File: src/rtl/diag_status_pkg.sv
package diag_status_pkg;
  // Synchronised view of one asynchronous pin
  typedef struct packed {
    logic level;
    logic rise;
    logic fall;
  } pin_evt_t;

  // Index of each latched event
  localparam int LAT_UF = 0;
  localparam int LAT_OF = 1;
  localparam int LAT_OT = 2;
  localparam int LAT_N  = 3;
endpackage

File: src/rtl/diag_sync_edge.sv
module diag_sync_edge
  import diag_status_pkg::*;
#(
  parameter int STAGES = 2,
  parameter bit IDLE   = 1'b1
) (
  input  logic     clk,
  input  logic     rst,
  input  logic     pin_i,
  output pin_evt_t evt_o
);
  logic [STAGES-1:0] chain_q;
  logic              prev_q;
  logic              synced;

  assign synced = chain_q[STAGES-1];

  always_ff @(posedge clk) begin
    if (rst) begin
      chain_q <= {STAGES{IDLE}};
      prev_q  <= IDLE;
    end else begin
      chain_q <= {chain_q[STAGES-2:0], pin_i};
      prev_q  <= synced;
    end
  end

  assign evt_o.level = synced;
  assign evt_o.rise  = synced & ~prev_q;
  assign evt_o.fall  = ~synced & prev_q;
endmodule

File: src/rtl/diag_frame_cnt.sv
module diag_frame_cnt
  import diag_status_pkg::*;
#(
  parameter int FRAME_BITS = 8,
  localparam int CNT_W     = $clog2(FRAME_BITS + 2)
) (
  input  logic             clk,
  input  logic             rst,
  input  pin_evt_t         sel_e,
  input  pin_evt_t         sck_e,
  output logic [CNT_W-1:0] cnt_o
);
  localparam logic [CNT_W-1:0] CNT_MAX = CNT_W'(FRAME_BITS + 1);

  always_ff @(posedge clk) begin
    if (rst) begin
      cnt_o <= '0;
    end else if (sel_e.fall) begin
      cnt_o <= '0;
    end else if (sck_e.fall && !sel_e.level && cnt_o != CNT_MAX) begin
      cnt_o <= cnt_o + 1'b1;
    end
  end

  AST_CNT_RESTART: assert property (@(posedge clk) disable iff (rst)
    sel_e.fall |=> (cnt_o == '0));
endmodule

File: src/rtl/diag_event_latch.sv
module diag_event_latch (
  input  logic clk,
  input  logic rst,
  input  logic set_i,
  input  logic clr_i,
  output logic q_o
);
  always_ff @(posedge clk) begin
    if (rst)        q_o <= 1'b0;
    else if (set_i) q_o <= 1'b1;
    else if (clr_i) q_o <= 1'b0;
  end
endmodule

File: src/rtl/diag_status.sv
module diag_status
  import diag_status_pkg::*;
#(
  parameter int N_STAGES    = 4,
  parameter int FRAME_BITS  = 8,
  parameter int SYNC_STAGES = 2,
  parameter int CLR_UF_AT   = 8,
  parameter int CLR_OF_AT   = 2,
  parameter int CLR_OT_AT   = 4
) (
  input  logic                clk,
  input  logic                rst,
  input  logic                sel_n_i,
  input  logic                sclk_i,
  input  logic [N_STAGES-1:0] short_i,
  input  logic                overtemp_i,
  input  logic                standby_i,
  input  logic                selftest_i,
  output logic                status_o
);
  localparam int CNT_W = $clog2(FRAME_BITS + 2);
  localparam logic [CNT_W-1:0] C_FULL = CNT_W'(FRAME_BITS);

  pin_evt_t         sel_e, sck_e;
  logic [CNT_W-1:0] cnt;
  logic             in_frame, clk_fall_in;
  logic [CNT_W-1:0] cnt_next;
  logic [LAT_N-1:0] lat_set, lat_clr, lat_q;

  diag_sync_edge #(.STAGES(SYNC_STAGES), .IDLE(1'b1)) u_sel_sync (
    .clk(clk), .rst(rst), .pin_i(sel_n_i), .evt_o(sel_e));
  diag_sync_edge #(.STAGES(SYNC_STAGES), .IDLE(1'b1)) u_sck_sync (
    .clk(clk), .rst(rst), .pin_i(sclk_i), .evt_o(sck_e));

  diag_frame_cnt #(.FRAME_BITS(FRAME_BITS)) u_cnt (
    .clk(clk), .rst(rst), .sel_e(sel_e), .sck_e(sck_e), .cnt_o(cnt));

  assign in_frame    = ~sel_e.level;
  assign clk_fall_in = sck_e.fall & in_frame;
  assign cnt_next    = cnt + 1'b1;

  always_comb begin
    lat_set         = '0;
    lat_clr         = '0;
    lat_set[LAT_UF] = sel_e.rise & (cnt < C_FULL);
    lat_set[LAT_OF] = sck_e.rise & in_frame & (cnt > C_FULL);
    lat_set[LAT_OT] = overtemp_i;
    lat_clr[LAT_UF] = clk_fall_in & (cnt_next == CNT_W'(CLR_UF_AT));
    lat_clr[LAT_OF] = clk_fall_in & (cnt_next == CNT_W'(CLR_OF_AT));
    lat_clr[LAT_OT] = clk_fall_in & (cnt_next == CNT_W'(CLR_OT_AT)) & ~overtemp_i;
  end

  for (genvar g = 0; g < LAT_N; g++) begin : g_lat
    diag_event_latch u_lat (
      .clk(clk), .rst(rst), .set_i(lat_set[g]), .clr_i(lat_clr[g]), .q_o(lat_q[g]));
  end

  always_ff @(posedge clk) begin
    if (rst) status_o <= 1'b0;
    else     status_o <= (|short_i) | overtemp_i | (|lat_q) | (standby_i & selftest_i);
  end

  AST_LIVE_OR: assert property (@(posedge clk) disable iff (rst)
    ((|short_i) || overtemp_i) |=> status_o);
  AST_UF_SET: assert property (@(posedge clk) disable iff (rst)
    (sel_e.rise && cnt < C_FULL) |=> lat_q[LAT_UF]);
  AST_OF_SET: assert property (@(posedge clk) disable iff (rst)
    (sck_e.rise && in_frame && cnt > C_FULL) |=> lat_q[LAT_OF]);
  AST_EXACT_FRAME: assert property (@(posedge clk) disable iff (rst)
    (sel_e.rise && cnt == C_FULL && !lat_q[LAT_UF]) |=> !lat_q[LAT_UF]);
  AST_OT_KEEP: assert property (@(posedge clk) disable iff (rst)
    (lat_q[LAT_OT] && overtemp_i) |=> lat_q[LAT_OT]);
  AST_TEST_GATED: assert property (@(posedge clk) disable iff (rst)
    (!standby_i && selftest_i && short_i == '0 && !overtemp_i && lat_q == '0
     && lat_set == '0) |=> !status_o);
endmodule

File: config.mk
export PLATFORM = sky130hd
export DESIGN_NAME = diag_status
export DESIGN_NICKNAME = d
export VERILOG_FILES = /design/src/rtl/diag_status_pkg.sv /design/src/rtl/diag_sync_edge.sv /design/src/rtl/diag_frame_cnt.sv /design/src/rtl/diag_event_latch.sv /design/src/rtl/diag_status.sv
export SDC_FILE = /design/constraint.sdc
export NUM_CORES = 1
export LEC_CHECK = 0
export BUFFER_PORTS_ARGS = -buffer_cell sky130_fd_sc_hd__buf_2
export CAP_MARGIN = 30
export CORE_AREA = 4 4 41 43
export CTS_BUF_LIST = sky130_fd_sc_hd__clkbuf_4
export DETAILED_ROUTE_END_ITERATION = 7
export DIE_AREA = 0 0 45 47
export PLACE_DENSITY = 0.71
export SLEW_MARGIN = 20
export SYNTH_ARGS = -nofsm -noshare
export SYNTH_HDL_FRONTEND = slang
export SYNTH_SLANG_ARGS = --single-unit
File: constraint.sdc
create_clock -name clk -period 1.5 [get_ports clk]
set_input_delay 0.3 -clock clk [delete_from_list [all_inputs] [get_ports clk]]
set_output_delay 0.3 -clock clk [all_outputs]
set_load 0.02 [all_outputs]
# == Word-level counts from Yosys, hierarchy flattened ==
# Cells that the tools add are included.
# classes
order_cmp,2
muxes,6
n_reduce_logical,9
bitwise_logic,21
addsub,1
n_eq_ne,4
# ops
operator,n
1-bit AND,13
1-bit 2-to-1 mux,6
2-bit nonzero test,3
1-bit NOT,5
4-bit by 1-bit adder with 4-bit output (second input constant),1
4-bit by 2-bit equality test with 1-bit output (second input constant),1
4-bit by 3-bit equality test with 1-bit output (second input constant),1
4-bit equality test (second input constant),1
4-bit greater-than comparator (second input constant),1
4-bit less-than comparator (second input constant),1
4-bit != test (second input constant),1
4-bit OR reduction,1
1-bit OR,3
3-bit OR reduction,1
1-bit logical AND,2
2-bit OR reduction,1
1-bit logical NOT,1
# word_totals
input_bits,11
word_cells,52
ff_bits,14

# == Depth between registers and ports, before layout ==
# Gate-level depths: netlist of run 1.
# logic_depth
depth_word,7
ltp_mapped,5

# == Cells and area by module ==
# From an unflattened synthesis of run 1, not the netlist that was laid out.
# unflattened
cells_unflattened,69
hier_area_um2,673.1
# modules_own_cells
module,n_inst,cells_per_inst,area_each_um2
diag_frame_cnt,1,24,215.2
diag_sync_edge,2,9,100.1
diag_status,1,15,141.4
diag_event_latch,3,4,38.8

# == Worst setup path before layout of run 1 ==
# No wires, ideal clock.
# synth_timing
kind,register -> register
from,register u_cnt.cnt_o[0]
to,register g_lat[0].u_lat.q_o
setup_ns,0.119
arrival_time_ns,1.151
t_required_ns,1.381
path_stages_with_launch,5
setup_slack_ns,0.230
cell_sequence,dfxtp_1 > ha_1 > xnor2_1 > nand3_1 > o221a_2
# synth_between
elab_chain_len,4
# synth_rtl
item,line_no,text
"start, declared",diag_frame_cnt.sv:11,output logic [CNT_W-1:0] cnt_o
"start signal, assigned",diag_frame_cnt.sv:21,cnt_o <= cnt_o + 1'b1;
4-bit by 1-bit adder with 4-bit output,diag_status.sv:40,assign cnt_next = cnt + 1'b1;
4-bit equality test,diag_status.sv:48,lat_clr[LAT_UF] = clk_fall_in & (cnt_next == CNT_W'(CLR_UF_AT));
1-bit AND,diag_status.sv:48,
2-bit nonzero test (no line),n/a,
"end signal, assigned",diag_event_latch.sv:9,if (rst) q_o <= 1'b0;
"end signal, assigned",diag_event_latch.sv:10,else if (set_i) q_o <= 1'b1;
"end signal, assigned",diag_event_latch.sv:11,else if (clr_i) q_o <= 1'b0;
"end, declared",diag_event_latch.sv:6,output logic q_o
# Parallel ways exist; a longest one is shown, timed or not.
# A chain may end at the register's enable or synchronous reset.

# == Final worst setup path of run 1 ==
# Same ends and word-level chain as after synthesis.

==> flow_metrics.tcl, run 1 <==
set metrics [dict create \
    status "completed" \
    root_buffer "clkbuf_4" \
    rsz0062_at_grt "false" \
    ant_nets 0 \
    syn-num-nets 82 \
    clock-sinks 14 \
    dieHeight_um 47 \
    synthFlopType "dfxtp_1" \
    wirelength_um 1170 \
    dp.cells 91 \
    most-common-layout-cells "dfxtp_1, buf_2" \
    finalCritPeriodShare_pct 90.4 \
    path_cells "ha_1 -> xnor2_1 -> nand3_1 -> o221a_2" \
    area_delta_synth_final_pct 15.0 \
    skew_ns 0.00413 \
    final_cells 95 \
    syn-instance-count 66 \
    ys_ff_latch 14 \
    synth_top_area_share_pct 43.7 \
    slew_viol_final 0 \
    arrival_ns 1.54 \
    holdPathEnd "u_sel_sync.chain_q[0]$_SDFF_PP1_" \
    utilization_pct 56.6 \
    max-slew-margin-rel_pct 72.6 \
    cts_tree "built" \
    final_common_cell "dfxtp_1" \
    grt_max_degree 11 \
    worst-r2r-setup-slack_ns 0.14 \
    peakVddDrop_v 0.000330 \
    drv_cap 0 \
    grt_antenna_before_repair 0 \
    ioPinCount 12 \
    grtUsageTotal_pct 13.4 \
    r2r_cells 4 \
    die_area_sq_um 2120 \
    yosys_warnings 0 \
    grt_pass1_wl_um 1970 \
    netlist_area_sq_um 641 \
    crit_path_end_kind "flip-flop" \
    synth_area_leader_cell "dfxtp_1" \
    reg2reg_to "g_lat[0].u_lat.q_o$_SDFFE_PP0P_" \
    crit_fanout 7 \
    hold_violations 0 \
    hpwlAfterDp_um 899 \
    fmax_ghz 0.737 \
    core.rowCount 13 \
    clkLatencyLatePin_ns 0.28 \
    r2r_start "u_cnt.cnt_o[0]$_SDFFE_PP0P_" \
    port_buffers 11 \
    ctsResizeCount 0 \
    die_x_um 45 \
    synthTopCellsByArea "dfxtp_1, ha_1, or2_2" \
    place_congestion 0.815 \
    synth-seq-area-share_pct 43.7 \
    p_per_area_nw_per_um2 884 \
    post_cts_buffers 0 \
    initial_core_util_pct 49.2 \
    slowest_stage "dfxtp_1" \
    cp-start-kind "flip-flop" \
    dr_total_vias 506 \
    dr.pass1.iters 4 \
    grt-ovfl-total 0 \
    async_flop_share_pct 0 \
    crit_start "u_cnt.cnt_o[0]$_SDFFE_PP0P_" \
    drc_errors 0 \
    diodes 0 \
    min_path_type "in2reg" \
    period_minus_slack_ns 1.36 \
    layout.nets 97 \
    cts_buffers 3 \
    clkTransAtPathRegs_ns 0.08 \
    p_leak_nw 0.300 \
    synth_edf_count 0 \
    tightest_slew_ns 0.410 \
    min_from "sel_n_i" \
    drive_gt1_share_pct 30.0 \
    drt-wirelength-per-cell_um 12.3 \
    totalNegativeSetupSlack_ns 0 \
    cts_hold_buf 0 \
    ys_types 27 \
    cts_buffer_depth 2 \
    worst_slack_ns 0.144 \
    setup_viol 0 \
    hold_depth 2 \
    h-tree-depth 1 \
    grt_pass1_vias 481 \
    critPathRequiredTime_ns 1.68 \
    place_ws_ns 0.152 \
    critPathKind "reg2reg" \
    fin_hold_ws_ns 0.193 \
    core_sq_um 1300 \
    drt-initial-drc-count 11 \
    avgSynthCellArea_sq_um 9.71 \
    routed_via_density 5.33 \
    max_stage_delay_ns 0.38 \
]
==> state kept, by name, indices dropped and copies added (netlist names) <==
register	count
g_lat.u_lat.q_o	3
status_o	1
u_cnt.cnt_o	4
u_sck_sync.chain_q	2
u_sck_sync.prev_q	1
u_sel_sync.chain_q	2
u_sel_sync.prev_q	1
==> worst max path at each step <==
stage	slack (ns)	end
6_report	0.14	g_lat[0].u_lat.q_o$_SDFFE_PP0P_
5_1_grt	0.05	g_lat[0].u_lat.q_o$_SDFFE_PP0P_
4_1_cts	0.15	g_lat[0].u_lat.q_o$_SDFFE_PP0P_
3_5_place_dp	0.15	g_lat[0].u_lat.q_o$_SDFFE_PP0P_
3_3_place_gp	0.19	g_lat[0].u_lat.q_o$_SDFFE_PP0P_
2_1_floorplan	0.23	g_lat[0].u_lat.q_o$_SDFFE_PP0P_
==> power breakdown <==
group	total [mW]	internal (mW)	leakage, nW	switching, mW
Combinational	0.0401	0.0210	0.170	0.0191
Sequential	0.389	0.383	0.115	0.00617
Clock	0.222	0.0967	0.0154	0.125
==> Yosys cell counts (2+ instances only) <==
master and count:
dfxtp_1 14, ha_1 5, inv_1 5, nand3_1 5
or2_2 5, a21oi_1 4, nor2_1 4, o21ai_0 3
a41oi_1 2, nand2_1 2
==> layout make-up <==
type	instances	area, sq um
clock buffers	3	22.5
clock inverters	1	3.75
fillers	126	564
inverters	5	18.8
multi-input cells	46	338
flip-flops and latches	14	280
well taps	15	18.8
repair buffers	11	55.1
==> through the flow <==
step / total power [mW] / cell area [sq um]
3_3_place_gp: 0.437 / 711
2_1_floorplan: 0.419 / 641
5_1_grt: 0.682 / 737
6_report: 0.651 / 737
3_5_place_dp: 0.438 / 711
4_1_cts: 0.658 / 737
==> worst max-delay path, delay by kind of cell, from the launching register on <==
kind / cells / cell delay, ns
adders and majority gates: 1 / 0.26
AOI/OAI and AO/OA: 1 / 0.26
xor gates and xnor gates: 1 / 0.25
DFF: 1 / 0.38
and+or+nand+nor: 1 / 0.11
==> metal layers <==
metal  track usage, %  part of all wire, %
met2             22.0                   48
met5                0                    0
met1             14.8                   46
met4             10.5                  2.7
met3             3.45                  3.1
==> cells by family after synthesis <==
logic type               Yosys count  share of synthesized area [%]
AND/OR/NAND/NOR                   25                           24.6
AO/OA/AOI/OAI                     14                           15.6
flip-flops                        14                           43.8
buffers and inverters              6                           3.52
adder cells (fa/ha/maj)            5                           9.77
XOR/XNOR                           2                           2.73
Power figures use the tool's default switching activity.
==> inputs of run 2 (changes only) <==
ABC_AREA = 1   (was default)
CORE_AREA = default   (was 4 4 41 43)
CORE_MARGIN = 4   (was default)
CORE_UTILIZATION = 50   (was default)
DIE_AREA = default   (was 0 0 45 47)
PLACE_DENSITY = 0.72   (was 0.71)
==> run 2 against run 1 <==
Against the previous run:
- flip-flop and latch count did not move
- sequential share of layout area fell by 1.7 points
- register-to-register slack improved by 0.03 ns
- cell count rose by 17%
- critical path depth did not move
- clock power fell by 3%
==> flow_metrics.tcl, run 2 <==
set metrics [dict create \
    crit_path_end_kind "flip-flop" \
    fin_area_sq_um 772 \
    setup_viol 0 \
    biggestRegsByFlops "u_cnt.cnt_o x4, g_lat.u_lat.q_o x3" \
    yosys-top-cells-count "dfxtp_1, inv_1, nand2_1" \
    core_sq_um 1300 \
    period_minus_slack_ns 1.33 \
    synth_top_area_share_pct 40.7 \
    place_congestion 0.836 \
    tightest_slew_ns 0.302 \
    netlist_area_sq_um 688 \
    place_ws_ns 0.201 \
    port_buffers 11 \
    dr.pass1.iters 4 \
    syn-num-nets 99 \
    clkLatencyLatePin_ns 0.28 \
    min_path_type "in2reg" \
    drt-initial-drc-count 9 \
    peakVddDrop_v 0.000473 \
    dr_total_vias 559 \
    grtUsageTotal_pct 13.0 \
    synth_area_leader_cell "dfxtp_1" \
    drc_errors 0 \
    ctsResizeCount 0 \
    h-tree-depth 1 \
    max-slew-margin-rel_pct 79.8 \
    synth_edf_count 0 \
    totalNegativeSetupSlack_ns 0 \
    grt-ovfl-total 0 \
    cts_hold_buf 0 \
    grt_antenna_before_repair 0 \
    critPathKind "reg2reg" \
    cts_buffer_depth 2 \
    initial_core_util_pct 52.9 \
    p_leak_nw 0.345 \
    diodes 0 \
    die_area_sq_um 2030 \
    wirelength_um 1190 \
    most-common-layout-cells "dfxtp_1, inv_1, nand2_1, buf_2, nor2_1" \
    syn-instance-count 83 \
    cts_tree "built" \
    clock-sinks 14 \
    cp-start-kind "flip-flop" \
    grt_pass1_wl_um 1870 \
    slew_viol_final 0 \
    dp.cells 107 \
    arrival_ns 1.53 \
    skew_ns 0.00395 \
    ant_nets 0 \
    final_cells 111 \
    hold_violations 0 \
    grt_max_degree 11 \
    rsz0062_at_grt "false" \
    crit_fanout 9 \
    routed_via_density 5.04 \
    hpwlAfterDp_um 919 \
    dieHeight_um 45.1 \
    placement.cell_area_sq_um 746 \
    yosys_warnings 0 \
    drv_cap 0 \
    finalCritPeriodShare_pct 88.3 \
    synth-seq-area-share_pct 40.7 \
    drive_gt1_share_pct 30.2 \
    ys_ff_latch 14 \
    cts_buffers 3 \
    drt-wirelength-per-cell_um 10.7 \
    status "completed" \
    p_per_area_nw_per_um2 849 \
    synthTopCellsByArea "dfxtp_1, ha_1, inv_1" \
    ioPinCount 12 \
    area_delta_synth_final_pct 12.2 \
    final_common_cell "dfxtp_1" \
    avgSynthCellArea_sq_um 8.29 \
    regMostFlops "u_cnt.cnt_o" \
    critPathRequiredTime_ns 1.71 \
    synthFlopType "dfxtp_1" \
    yosysMostFrequentCell "dfxtp_1" \
    post_cts_buffers 0 \
    ys_types 22 \
    grt_pass1_vias 483 \
    worst_slack_ns 0.175 \
    power_uw 655 \
    async_flop_share_pct 0 \
    clkTransAtPathRegs_ns 0.08 \
    fmax_ghz 0.755 \
    largest_reg_flops 4 \
    layout.nets 113 \
    core.rowCount 13 \
    die_x_um 45.1 \
    root_buffer "clkbuf_4" \
]
run 2: layer usage:
metal  part of all wire (%)  global-route usage, %  vias to the layer above  wire, um
met1                     45                   14.2                      251       536
met2                     48                   20.6                        9       564
met3                    4.2                   5.18                        7        50
met5                      0                      0                        -         0
met4                    2.9                   8.19                        0        35
li1                       -                      -                      292         -
run 2: final timing paths:
kind	from	to	slack, ns	depth (start not counted)
max	u_cnt.cnt_o[0]$_SDFFE_PP0P_	u_cnt.cnt_o[2]$_SDFFE_PP0P_	0.17	4
max reg2reg	u_cnt.cnt_o[0]$_SDFFE_PP0P_	u_cnt.cnt_o[2]$_SDFFE_PP0P_	0.17	4
min	sel_n_i	u_sel_sync.chain_q[0]$_SDFF_PP1_	0.20	2
min reg2reg	u_sel_sync.chain_q[0]$_SDFF_PP1_	u_sel_sync.chain_q[1]$_SDFF_PP1_	0.41	1
run 2: final cells by class:
type | instances | area [sq um]
clock buffer | 3 | 22.5
clock inverter | 1 | 3.75
fill | 117 | 529
inverter | 12 | 46.3
multi-input combinational | 55 | 345
sequential | 14 | 280
tap | 15 | 18.8
timing repair buffer | 11 | 55.1
run 2: critical path, stage by stage, from the launching register on:
cell and delay, ns:
dfxtp_1 0.50, ha_1 0.26, xor2_1 0.23, o21ai_0 0.12, a21oi_1 0.15
run 2: stage by stage:
stage | hold WS [ns] | utilization [%]
floorplan | 0.389 | -
global placement | 0.391 | 57.3
detailed placement | 0.396 | 57.3
CTS | 0.198 | 59.3
global route | 0.190 | 59.3
finish | 0.199 | 59.3
run 2: logic make-up after synthesis:
family                   synth area share [%]
adder cells (fa/ha/maj)                  9.09
buffers and inverters                    9.09
AND/OR/NAND/NOR                          25.6
AO/OA/AOI/OAI                            12.9
XOR/XNOR                                 2.55
flip-flops                               40.7
run 2: report_power, final:
part	total (mW)	internal [mW]	switching, mW
Clock	0.216	0.0965	0.120
Combinational	0.0487	0.0237	0.0250
Sequential	0.390	0.383	0.00671
